===== src/rtl/gpio_sense_pkg.sv =====
package gpio_sense_pkg;

    localparam int PORT_PINS = 32;
    localparam int BUS_W     = 32;

    typedef enum logic [1:0] {
        SENSE_LOW  = 2'b00,
        SENSE_HIGH = 2'b01,
        SENSE_RISE = 2'b10,
        SENSE_FALL = 2'b11
    } sense_e;

    typedef enum logic [2:0] {
        SEL_DATA,
        SEL_DIR,
        SEL_PAD,
        SEL_CFG_LO,
        SEL_CFG_HI,
        SEL_MASK,
        SEL_STAT,
        SEL_NONE
    } reg_sel_e;

    // Byte offsets of the register file
    localparam logic [7:0] OFS_DATA   = 8'h00;
    localparam logic [7:0] OFS_DIR    = 8'h04;
    localparam logic [7:0] OFS_PAD    = 8'h08;
    localparam logic [7:0] OFS_CFG_LO = 8'h0C;
    localparam logic [7:0] OFS_CFG_HI = 8'h10;
    localparam logic [7:0] OFS_MASK   = 8'h14;
    localparam logic [7:0] OFS_STAT   = 8'h18;

    function automatic reg_sel_e decode_sel(input logic [7:0] ofs, input logic upper_zero);
        reg_sel_e s;
        if (!upper_zero) s = SEL_NONE;
        else begin
            case (ofs)
                OFS_DATA:   s = SEL_DATA;
                OFS_DIR:    s = SEL_DIR;
                OFS_PAD:    s = SEL_PAD;
                OFS_CFG_LO: s = SEL_CFG_LO;
                OFS_CFG_HI: s = SEL_CFG_HI;
                OFS_MASK:   s = SEL_MASK;
                OFS_STAT:   s = SEL_STAT;
                default:    s = SEL_NONE;
            endcase
        end
        return s;
    endfunction

    function automatic logic sense_hit(input sense_e m, input logic cur, input logic prev);
        logic h;
        case (m)
            SENSE_LOW:  h = !cur;
            SENSE_HIGH: h = cur;
            SENSE_RISE: h = cur && !prev;
            default:    h = !cur && prev;
        endcase
        return h;
    endfunction

endpackage


===== src/rtl/gpio_pin_sync.sv =====
module gpio_pin_sync #(
    parameter int W = 32
) (
    input  logic         clk,
    input  logic         rst,
    input  logic [W-1:0] raw,
    output logic [W-1:0] cur,
    output logic [W-1:0] prev
);
    logic [W-1:0] meta;

    always_ff @(posedge clk) begin
        if (rst) begin
            meta <= '0;
            cur  <= '0;
            prev <= '0;
        end else begin
            meta <= raw;
            cur  <= meta;
            prev <= cur;
        end
    end
endmodule


===== src/rtl/gpio_sense_detect.sv =====
module gpio_sense_detect
    import gpio_sense_pkg::*;
#(
    parameter int W = 32
) (
    input  logic [2*W-1:0] cfg,
    input  logic [W-1:0]   cur,
    input  logic [W-1:0]   prev,
    output logic [W-1:0]   hit
);
    for (genvar i = 0; i < W; i++) begin : g_pin
        always_comb begin
            hit[i] = sense_hit(sense_e'(cfg[2*i +: 2]), cur[i], prev[i]);
        end
    end
endmodule


===== src/rtl/gpio_irq_status.sv =====
module gpio_irq_status #(
    parameter int W = 32
) (
    input  logic         clk,
    input  logic         rst,
    input  logic [W-1:0] hit,
    input  logic         clr_en,
    input  logic [W-1:0] clr_bits,
    output logic [W-1:0] status
);
    logic [W-1:0] clr_eff;

    always_comb clr_eff = clr_en ? clr_bits : '0;

    // hardware set takes priority over a software clear
    always_ff @(posedge clk) begin
        if (rst) status <= '0;
        else     status <= (status & ~clr_eff) | hit;
    end
endmodule


===== src/rtl/gpio_sense_port.sv =====
module gpio_sense_port
    import gpio_sense_pkg::*;
#(
    parameter int PINS   = PORT_PINS,
    parameter int ADDR_W = 8
) (
    input  logic              clk,
    input  logic              rst,
    input  logic [ADDR_W-1:0] addr,
    input  logic              wr_en,
    input  logic [BUS_W-1:0]  wr_data,
    input  logic              rd_en,
    output logic [BUS_W-1:0]  rd_data,
    input  logic [PINS-1:0]   pin_in,
    output logic [PINS-1:0]   pin_out,
    output logic [PINS-1:0]   pin_oe,
    output logic              irq
);
    localparam int CFG_W  = 2 * PINS;
    localparam int HALF_W = CFG_W / 2;

    logic [PINS-1:0]  out_q, dir_q, mask_q, stat_q;
    logic [CFG_W-1:0] cfg_q;
    logic [PINS-1:0]  sync_cur, sync_prev, hit;
    logic             upper_zero;
    reg_sel_e         sel;

    always_comb begin
        if (ADDR_W > 8) upper_zero = ((addr >> 8) == '0);
        else            upper_zero = 1'b1;
        sel = decode_sel(addr[7:0], upper_zero);
    end

    gpio_pin_sync #(.W(PINS)) u_sync (
        .clk (clk), .rst (rst), .raw (pin_in),
        .cur (sync_cur), .prev (sync_prev)
    );

    gpio_sense_detect #(.W(PINS)) u_detect (
        .cfg (cfg_q), .cur (sync_cur), .prev (sync_prev), .hit (hit)
    );

    gpio_irq_status #(.W(PINS)) u_status (
        .clk (clk), .rst (rst), .hit (hit),
        .clr_en   (wr_en && sel == SEL_STAT),
        .clr_bits (wr_data[PINS-1:0]),
        .status   (stat_q)
    );

    always_ff @(posedge clk) begin
        if (rst) begin
            out_q  <= '0;
            dir_q  <= '0;
            mask_q <= '0;
            cfg_q  <= '0;
        end else if (wr_en) begin
            case (sel)
                SEL_DATA:   out_q  <= wr_data[PINS-1:0];
                SEL_DIR:    dir_q  <= wr_data[PINS-1:0];
                SEL_MASK:   mask_q <= wr_data[PINS-1:0];
                SEL_CFG_LO: cfg_q[HALF_W-1:0]     <= wr_data[HALF_W-1:0];
                SEL_CFG_HI: cfg_q[CFG_W-1:HALF_W] <= wr_data[HALF_W-1:0];
                default: ;
            endcase
        end
    end

    always_comb begin
        rd_data = '0;
        if (rd_en) begin
            case (sel)
                SEL_DATA:   rd_data[PINS-1:0]   = (dir_q & out_q) | (~dir_q & sync_cur);
                SEL_DIR:    rd_data[PINS-1:0]   = dir_q;
                SEL_PAD:    rd_data[PINS-1:0]   = sync_cur;
                SEL_CFG_LO: rd_data[HALF_W-1:0] = cfg_q[HALF_W-1:0];
                SEL_CFG_HI: rd_data[HALF_W-1:0] = cfg_q[CFG_W-1:HALF_W];
                SEL_MASK:   rd_data[PINS-1:0]   = mask_q;
                SEL_STAT:   rd_data[PINS-1:0]   = stat_q;
                default:    rd_data = '0;
            endcase
        end
    end

    assign pin_out = out_q;
    assign pin_oe  = dir_q;
    assign irq     = |(stat_q & mask_q);
endmodule


===== config.mk =====
export PLATFORM = sky130hd
export DESIGN_NAME = gpio_sense_port
export DESIGN_NICKNAME = d
export VERILOG_FILES = /design/src/rtl/gpio_sense_pkg.sv /design/src/rtl/gpio_pin_sync.sv /design/src/rtl/gpio_sense_detect.sv /design/src/rtl/gpio_irq_status.sv /design/src/rtl/gpio_sense_port.sv
export SDC_FILE = /design/constraint.sdc
export NUM_CORES = 1
export LEC_CHECK = 0
export ABC_CLOCK_PERIOD_IN_PS = 2230
export BUFFER_PORTS_ARGS = -buffer_cell sky130_fd_sc_hd__buf_2
export CAP_MARGIN = 10
export CORE_MARGIN = 5
export CORE_UTILIZATION = 47
export CTS_CLUSTER_SIZE = 16
export DETAILED_ROUTE_END_ITERATION = 8
export PLACE_DENSITY = 0.64
export SYNTH_ARGS = -nofsm -noshare
export SYNTH_HDL_FRONTEND = slang
export SYNTH_SLANG_ARGS = --single-unit

===== constraint.sdc =====
create_clock -name clk -period 2.23 [get_ports clk]
set_clock_uncertainty 0.1 [all_clocks]
set_input_delay 0.446 -clock clk [delete_from_list [all_inputs] [get_ports clk]]
set_output_delay 0.446 -clock clk [all_outputs]
set_load 0.005 [all_outputs]

==> results_dict.tcl <==
set metrics [dict create \
    status "complete, but fails checks" \
    violations "setup timing" \
    fin_crit_sh_pct 112 \
    pre_cts_ws_ps -207 \
    syn_area_per_cell_um2 8.14 \
    grt_pass1_wl_um 68400 \
    synthFlopType "dfxtp_1" \
    ys_ff_latch 288 \
    clock_latency_ps 510 \
    yosysTopAreaCell "dfxtp_1" \
    overflow 0 \
    cap_violations 0 \
    num_vias 12500 \
    avgViaCountPerCell 5.80 \
    hold_path.class "in -> reg" \
    layout-drive-gt1-share_pct 27.3 \
    ios 173 \
    critPathTopFamily "simple AND/OR/NAND/NOR gates" \
    slew_viol_final 0 \
    numCtsBuffers 34 \
    intPower_mw 8.73 \
    wl_met2_um 19800 \
    power_density_nw_per_um2 703 \
    critPathSlowestCell "or4_4" \
    leakage_nw 6.03 \
    path_buf_inv 1 \
    detail-route-antenna-nets 0 \
    arrival_ps 1940 \
    fin_util_pct 60.6 \
    seqPwrFrac_pct 47.0 \
    tritoncts "built" \
    p_total_mw 11.5 \
    die_h_um 175 \
    io_buffers 172 \
    critPathRequiredTime_ps 1680 \
    crit_cells 4 \
    rsz0062_at_grt "true" \
    syn-num-nets 1645 \
    grt_usage_pct 28.2 \
    fp.coreArea_um2 26900 \
    postSynth.asyncResetShare_pct 0 \
    drtIter0Drc 1349 \
    grt_pass1_vias 11900 \
    reg2regPathDepth 3 \
    peakVddDrop_uv 498 \
    cp-start-kind "flip-flop" \
    area_growth_pct 27.6 \
    drcViolationCount 0 \
    relSlewSlack_pct 69.2 \
    cts_root_buffer "clkbuf_16" \
    path_cells "a22oi_2, nand4_1, or4_4, buf_6" \
    p_sw_share_pct 23.8 \
    cts_hold_buf 0 \
    combinationalPowerShare_pct 6.0 \
    nNetsFinal 1863 \
    synth_seq_area_share_pct 45.2 \
    cts-htree-levels 2 \
    rows 60 \
    fin_setup_tns_ps -3840 \
    synth_area_leaders "dfxtp_1 (45%), nand2_1 (11%), a21oi_1 (8.7%)" \
    drt-total-wl_um 44900 \
    clk_pin_slew_ps 60 \
    ys_types 36 \
    fp.dieW_um 175 \
    setup-violations-final 33 \
    wl_met1_um 18900 \
    synth_edf_count 0 \
    critical_path_class "reg -> out" \
    hpwl_um 31300 \
    fin_cells 2152 \
    worst_setup_path_end_kind "output pin" \
    grt_max_degree 61 \
    whs_path_depth 2 \
    worst_pin_slew_ps 457 \
    synth_most_common_cell "nand2_1" \
    antenna_found_initial 1 \
    highest_layer "met4" \
    start_util_pct 47.5 \
    cp_max_fo 3 \
    finalWorstSetupSlack_ps -260 \
    die-area_um2 30600 \
    yosys-top-cells-count "nand2_1 (370), dfxtp_1 (288), a21oi_1 (223)" \
    syn_inst 1569 \
    clockPowerShare_pct 47.1 \
    dp.cells 2076 \
    wl_met3_um 4340 \
    fmaxAchievable_mhz 402 \
    synth_top_area_share_pct 45.2 \
    period_needed_ps 2490 \
    dr.pass1.iters 6 \
    synth_area_um2 12800 \
    yosysWarnings 0 \
    p_switching_mw 2.73 \
    clkSinkCount 288 \
    max_stage_delay_ps 590 \
    final_hold_viol_count 0 \
    wl_per_cell_um 20.9 \
    place_congestion 0.906 \
    clockBufferDepth 3 \
]
-- state kept, by name (all words and copies together) (netlist names) --
register,count
pin_oe,32
u_sync.prev,32
pin_out,32
cfg_q,64
u_status.status,32
u_sync.meta,32
u_sync.cur,32
mask_q,32
-- power by group through the flow --
stage / logic (mW) / registers [mW] / clock network [mW]
after floorplan: 0.325 / 5.43 / 0
after global placement: 0.608 / 5.48 / 0
after detailed placement: 0.617 / 5.48 / 0
after CTS: 0.653 / 5.37 / 5.45
after global routing: 0.733 / 5.39 / 5.69
final: 0.682 / 5.38 / 5.39
-- cell usage in the layout, fill, tap and decap left out, types with 15 or more instances in the layout --
cell type  netlist  routed
a222oi_1        15      15
nand2b_1        46      46
o21ai_1         15      19
nand2_1        370     369
buf_6            3      18
o21ai_0        127     111
nand3b_1        52      52
o211ai_1        32      32
inv_1           33      33
clkbuf_16        0      35
buf_4           16      83
mux2_2          48      46
a22oi_2          0      34
buf_2           23     164
mux2i_1         16      16
dfxtp_1        288     259
nor2b_1         99      98
dfxtp_2          0      25
a21oi_1        223     219
-- metrics by stage --
step	instance area [um2]	hold slack, ps
floorplan	12800	314
global placement	14500	319
detailed placement	14500	320
CTS	16200	20.0
global route	16300	44.9
finish	16300	39.1
-- logic make-up after synthesis --
group	Yosys count	synth area share [%]
simple gates	602	23.1
compound gates	477	21.3
buf+inv	138	4.93
flops	288	45.2
mux	64	5.49
-- path summary, 6_finish.rpt --
check / from / end / slack, ps
worst max register to register: u_sync.cur[19]$_SDFF_PP0_ / u_status.status[19]$_SDFF_PP0_ / 800
worst min-delay path: pin_in[18] / u_sync.meta[18]$_SDFF_PP0_ / 40
worst max-delay path: u_status.status[17]$_SDFF_PP0_ / irq / -260
worst min register to register: u_sync.meta[6]$_SDFF_PP0_ / u_sync.cur[6]$_SDFF_PP0_ / 330
-- per-layer routing --
layer  vias up  track usage, %
met3       102            5.67
met2       627            44.0
li1       5869               -
met1      5889            38.6
met5         -               0
met4         0            11.2
-- area by class of cell --
type                    count  area [um2]
multi-input cells        1143        6780
clock inverters            10        70.1
flip-flops and latches    288        5810
repair buffers            287        2060
clock buffers              49        1020
well taps                 341         427
inverters                  33         124
fillers                  2366       10600
diodes                      1        2.50
-- timing repair --
item / 4_1_cts / 5_1_grt
setup buffers: 8 / 6
setup endpoints to repair: 33 / 33
resized for setup: 140 / 28
pin swaps: 32 / 19
gates cloned: 2 / 1
Note: power is estimated with default switching activity, not from simulation.
